**config.mk**
```make
export PLATFORM = sky130hd
export DESIGN_NAME = byte_frame_seq
export DESIGN_NICKNAME = d
export VERILOG_FILES = /design/src/rtl/byte_frame_pkg.sv /design/src/rtl/frame_counter.sv /design/src/rtl/operand_loader.sv /design/src/rtl/result_store.sv /design/src/rtl/byte_frame_seq.sv
export SDC_FILE = /design/constraint.sdc
export NUM_CORES = 1
export LEC_CHECK = 0
export BUFFER_PORTS_ARGS = -buffer_cell sky130_fd_sc_hd__buf_2
export CORE_AREA = 2 2 123 125
export DETAILED_ROUTE_END_ITERATION = 7
export DIE_AREA = 0 0 125 127
export GPL_TIMING_DRIVEN = 0
export HOLD_SLACK_MARGIN = 0.15
export MAX_ROUTING_LAYER = met4
export PLACE_DENSITY_LB_ADDON = 0.08
export SLEW_MARGIN = 20
export SYNTH_ARGS = -nofsm -noshare
export SYNTH_HDL_FRONTEND = slang
export SYNTH_SLANG_ARGS = --single-unit
```
**constraint.sdc**
```tcl
create_clock -name clk -period 6.69 [get_ports clk]
set_clock_uncertainty 0.05 [all_clocks]
set_input_delay 0 -clock clk [delete_from_list [all_inputs] [get_ports clk]]
set_output_delay 0 -clock clk [all_outputs]
set_load 0.02 [all_outputs]
```
**src/rtl/byte_frame_pkg.sv**
```systemverilog
package byte_frame_pkg;
  localparam int BYTE_W    = 8;
  localparam int WORD_W    = 32;
  localparam int BPW       = WORD_W / BYTE_W;
  localparam int N_TERMS   = 2;
  localparam int N_WORDS   = 2 * N_TERMS + 1;
  localparam int SEED_IDX  = 2 * N_TERMS;
  localparam int LOAD_CYC  = N_WORDS * BPW;
  localparam int RUN_CYC   = N_TERMS + 1;
  localparam int EMIT_CYC  = BPW;
  localparam int FRAME_CYC = LOAD_CYC + RUN_CYC + EMIT_CYC;
  localparam int RUN0      = LOAD_CYC;
  localparam int EMIT0     = LOAD_CYC + RUN_CYC;
  localparam int CNT_W     = $clog2(FRAME_CYC);

  typedef enum logic [1:0] {
    PH_LOAD = 2'd0,
    PH_RUN  = 2'd1,
    PH_EMIT = 2'd2
  } phase_t;
endpackage

```
**src/rtl/frame_counter.sv**
```systemverilog
module frame_counter
  import byte_frame_pkg::*;
(
  input  logic             clk,
  input  logic             rst_n,
  output logic [CNT_W-1:0] cnt,
  output phase_t           phase
);
  always_ff @(posedge clk) begin
    if (!rst_n)                                 cnt <= '0;
    else if (cnt == CNT_W'(FRAME_CYC - 1))      cnt <= '0;
    else                                        cnt <= cnt + 1'b1;
  end

  always_comb begin
    if (cnt < CNT_W'(RUN0))       phase = PH_LOAD;
    else if (cnt < CNT_W'(EMIT0)) phase = PH_RUN;
    else                          phase = PH_EMIT;
  end
endmodule

```
**src/rtl/operand_loader.sv**
```systemverilog
module operand_loader
  import byte_frame_pkg::*;
(
  input  logic                            clk,
  input  logic                            rst_n,
  input  logic                            load_en,
  input  logic [CNT_W-1:0]                slot,
  input  logic [BYTE_W-1:0]               in_byte,
  output logic [N_WORDS-1:0][WORD_W-1:0]  words
);
  for (genvar w = 0; w < N_WORDS; w++) begin : g_word
    for (genvar l = 0; l < BPW; l++) begin : g_lane
      always_ff @(posedge clk) begin
        if (!rst_n)
          words[w][BYTE_W*l +: BYTE_W] <= '0;
        else if (load_en && slot == CNT_W'(w * BPW + l))
          words[w][BYTE_W*l +: BYTE_W] <= in_byte;
      end
    end
  end
endmodule

```
**src/rtl/result_store.sv**
```systemverilog
module result_store #(
  parameter int DEPTH = 2,
  parameter int W     = 32,
  localparam int IW   = (DEPTH > 1) ? $clog2(DEPTH) : 1
) (
  input  logic          clk,
  input  logic          rst_n,
  input  logic          wr_en,
  input  logic [IW-1:0] wr_idx,
  input  logic [W-1:0]  wr_data,
  input  logic [IW-1:0] rd_idx,
  output logic [W-1:0]  rd_data
);
  logic [W-1:0] mem [DEPTH];

  for (genvar i = 0; i < DEPTH; i++) begin : g_ent
    always_ff @(posedge clk) begin
      if (!rst_n)                                mem[i] <= '0;
      else if (wr_en && wr_idx == IW'(i))        mem[i] <= wr_data;
    end
  end

  assign rd_data = mem[rd_idx];
endmodule

```
**src/rtl/byte_frame_seq.sv**
```systemverilog
module byte_frame_seq
  import byte_frame_pkg::*;
(
  input  logic              clk,
  input  logic              rst_n,
  input  logic [7:0]        in_byte,
  output logic [7:0]        out_byte,
  output logic [7:0]        uio_out,
  output logic [7:0]        uio_oe,
  output logic              core_en,
  output logic              core_seed,
  output logic              core_step,
  output logic [31:0]       core_x,
  output logic [31:0]       core_y,
  input  logic [31:0]       core_result
);
  logic [CNT_W-1:0]               cnt;
  phase_t                         phase;
  logic [N_WORDS-1:0][WORD_W-1:0] words;
  logic                           store_we;
  logic [WORD_W-1:0]              store_q;

  frame_counter u_cnt (
    .clk   (clk),
    .rst_n (rst_n),
    .cnt   (cnt),
    .phase (phase)
  );

  operand_loader u_ld (
    .clk     (clk),
    .rst_n   (rst_n),
    .load_en (phase == PH_LOAD),
    .slot    (cnt),
    .in_byte (in_byte),
    .words   (words)
  );

  // Core drive: seed first, then one step per operand pair
  always_comb begin
    core_en   = (phase == PH_RUN);
    core_seed = 1'b0;
    core_step = 1'b0;
    core_x    = '0;
    core_y    = '0;
    if (cnt == CNT_W'(RUN0)) begin
      core_seed = 1'b1;
      core_x    = words[SEED_IDX];
    end
    for (int k = 0; k < N_TERMS; k++) begin
      if (cnt == CNT_W'(RUN0 + 1 + k)) begin
        core_step = 1'b1;
        core_x    = words[k];
        core_y    = words[N_TERMS + k];
      end
    end
  end

  assign store_we = (cnt == CNT_W'(EMIT0));

  result_store #(.DEPTH(2), .W(WORD_W)) u_store (
    .clk     (clk),
    .rst_n   (rst_n),
    .wr_en   (store_we),
    .wr_idx  (1'b0),
    .wr_data (core_result),
    .rd_idx  (1'b0),
    .rd_data (store_q)
  );

  // Emit mux: byte 0 forwarded while the store write is in flight
  always_comb begin
    out_byte = '0;
    if (cnt == CNT_W'(EMIT0)) out_byte = core_result[BYTE_W-1:0];
    for (int k = 1; k < EMIT_CYC; k++) begin
      if (cnt == CNT_W'(EMIT0 + k)) out_byte = store_q[BYTE_W*k +: BYTE_W];
    end
  end

  assign uio_out = '0;
  assign uio_oe  = '0;
endmodule

```
==> results.toml <==
[power_and_ir_drop]
switching_share_pct = 23.3
intPower_mw = 1.86
p_sw_mw = 0.564
p_per_area_mw_per_mm2 = 231
p_leak_nw = 4.17
pwr-share-seq_pct = 48.7
power_frac_comb_pct = 7.4
worst_ir_drop_vdd_mv = 0.185
power.share.clock_pct = 43.9

[grt]
grt_overflow = 0
groute.layer.met3.usage_pct = 5.99
antenna_found_initial = 0
grt_pass1_vias = 6701
grt-busiest-layer = "met2"
met2_usage_pct = 50.3
use_met1_pct = 38.1
grt_pass1_wl_um = 36500
grt_max_degree = 25
track_usage_pct = 30.6

[clocking]
htreeDepth = 4
cts.repair.resized = 0
tritoncts = "done"
cts_root_buf = "clkbuf_16"
cts_sinks = 189
clkTransAtPathRegs_ns = 0.07
clock_path_buffers = 2
clock_latency_ns = 0.44
cts_buffers = 17

[floorplanning]
rows = 44
start_util_pct = 60.1
io_pins = 133
die_x_um = 125
die_area_mm2 = 0.0159
core_mm2 = 0.0144
die_y_um = 127

[worst_setup_path]
crit_top_cell = "buf_2"
crit_path_cell_trace = "ha_1, nand4b_1, nor2_2, buf_2, a221o_1, buf_2"
critPathMaxFanout = 10
reg2reg_depth = 4
cp_top_family = "simple AND/OR/NAND/NOR gates"
cp_data_arrival_time_ns = 2.76
crit_path_end = "core_x[23]"
rr_startpoint = "u_cnt.cnt[0]"
cpPeakStageDelay_ns = 0.46
r2r_slack_ns = 4.25
rr_endpoint = "u_store.mem[0][20]"
setup.worst_path.end_class = "output port"
cp.buffers_inverters = 2
worstSetupStartpointType = "register"
startpoint = "u_cnt.cnt[0]"
crit_slowest_cell = "nor2_2"
cp.required_ns = 6.64
criticalPathCategory = "register to output port"
cp.depth = 6

[place]
gp_congestion = 0.869
dp_cells = 1215
dp_hpwl_um = 15500
io_buffers = 108
place_worst_setup_slack_ns = 3.97

[yosys]
yosysSeqAreaShare_pct = 46.4
synth_area_leaders = "dfxtp_1 38%, mux2i_1 11%, edfxtp_1 8.3%"
synth_ff_type = "dfxtp_1"
synth_cell_type_count = 45
syn_inst = 908
synth_edf_count = 24
synth-xor-area-share_pct = 0.202
yosys.area.top_type_share_pct = 38.1
ys_warn_count = 0
ys_seq_elements = 189
synth_top_area_cell = "dfxtp_1"
synth-simple-area-share_pct = 20.0
yosys-top-cells-count = "165 x dfxtp_1, 115 x nand2_1, 101 x nor2_1"
synthAdderAreaFrac_pct = 0.722
synth_top_family_by_area = "simple AND/OR/NAND/NOR gates"
async_flop_share_pct = 0
syn_area_per_cell_um2 = 9.54
synth_area_mm2 = 0.00867
yosys.cell_count.top_type = "dfxtp_1"
synth_compound_area_share_pct = 13.9
yosys-mux-area-fraction_pct = 11.1

[timing]
min_period_ns = 2.81
clock.fmax_mhz = 356
finalMaxSlewViolations = 0
post-route-period-util_pct = 42.0
finalSetupViolCount = 0
tightest_slew_ns = 0.904
rsz0062_at_grt = "no"
finalSetupTns_ns = 0
timing.final.ws_setup_ns = 3.88
max_slew_margin_pct = 39.7
final_hold_viol_count = 0

[drt]
wl_per_cell_um = 18.7
vias = 7275
wirelength_um = 24100
firstDrtPassIters = 5
via_per_inst = 5.67
ant_nets = 0
drc_errors = 0
drtIter0Drc = 571

[run]
maxCapViolations = 0

[finish]
diodes = 0
seq_area_mm2 = 0.00402
fill_cells = 1130
area_growth_pct = 21.0
multi_input_area_mm2 = 0.00405
stdcell_count = 1284
final_layout_size_suffix_gt1_share_pct = 19.8
final_nets = 1134

[status]
outcome = "finished, final reports clean"

[min_path]
hold_path.class = "input port to register"
==> worst min-delay path by stage <==
stage	cells after the start	slack, ns	endpoint	from
CTS	3	0.31	u_store.mem[0][15]	core_result[15]
detailed placement	2	0.23	u_store.mem[0][23]	core_result[23]
global route	3	0.32	u_store.mem[0][12]	core_result[12]
global placement	2	0.22	u_store.mem[0][31]	core_result[31]
finish	3	0.32	u_store.mem[0][29]	core_result[29]
floorplan	1	0.15	u_store.mem[0][10]	core_result[10]
==> placed cells by master, fill, tap and decap left out, types with 36 or more instances in the layout <==
cell / instances
dlygate4sd3_1: 37
mux2i_1: 96
buf_2: 123
clkbuf_1: 43
dfxtp_1: 165
nor2_1: 101
and2_1: 41
a21oi_1: 72
nand2_1: 115
a22o_1: 40
buf_4: 36
==> per-stage QoR <==
stage	area, µm²	power, mW	util, %	hold slack (ns)
detailed placement	9490	1.36	65.8	0.230
global route	10500	2.48	72.7	0.319
global placement	9490	1.36	65.8	0.224
finish	10500	2.42	72.7	0.321
floorplan	8720	1.31	-	0.148
CTS	10500	2.42	72.7	0.308
==> flip-flops by register name, indices dropped and copies added, names as in the netlist <==
name,cells
u_cnt.cnt,5
u_store.mem,24
u_ld.words,160
==> layout make-up <==
cell class | count | share of cell area, %
clock inverters | 11 | 1.31
multi-input cells | 620 | 38.6
clock buffers | 21 | 4.58
flip-flops and latches | 189 | 38.4
plain buffers | 107 | 5.97
well taps | 184 | 2.20
inverters | 7 | 0.251
repair buffers | 145 | 8.69
==> worst register-to-register path, cell delays in order (launching register included) <==
cell,delay [ns]
dfxtp_1,0.42
ha_1,0.39
and4b_1,0.25
clkbuf_1,0.36
nand2b_2,0.60
==> power by group through the flow <==
stage,logic [mW],clock network [mW],registers (mW)
CTS,0.173,1.06,1.18
detailed placement,0.157,0,1.21
global placement,0.156,0,1.20
global route,0.190,1.11,1.18
finish,0.178,1.06,1.18
floorplan,0.106,0,1.20
==> metal layers <==
layer  share of wire, %  routed length (µm)
met5                  0                   0
met4                2.5                 598
met3                6.9                1660
met2                 48               11600
met1                 42               10200
==> logic make-up after synthesis <==
kind of cell	Yosys count
buffers and inverters	114
adders and majority gates	5
muxes	96
xor gates and xnor gates	2
AOI/OAI and AO/OA	172
DFF	189
other	1
and+or+nand+nor	329
==> repair_timing <==
| item | in CTS | in global routing |
|---|---|---|
| setup buffers | 0 | 0 |
| hold buffers | 37 | 0 |
| hold endpoints to repair | 128 | 0 |
(Power assumes the default switching activity.)
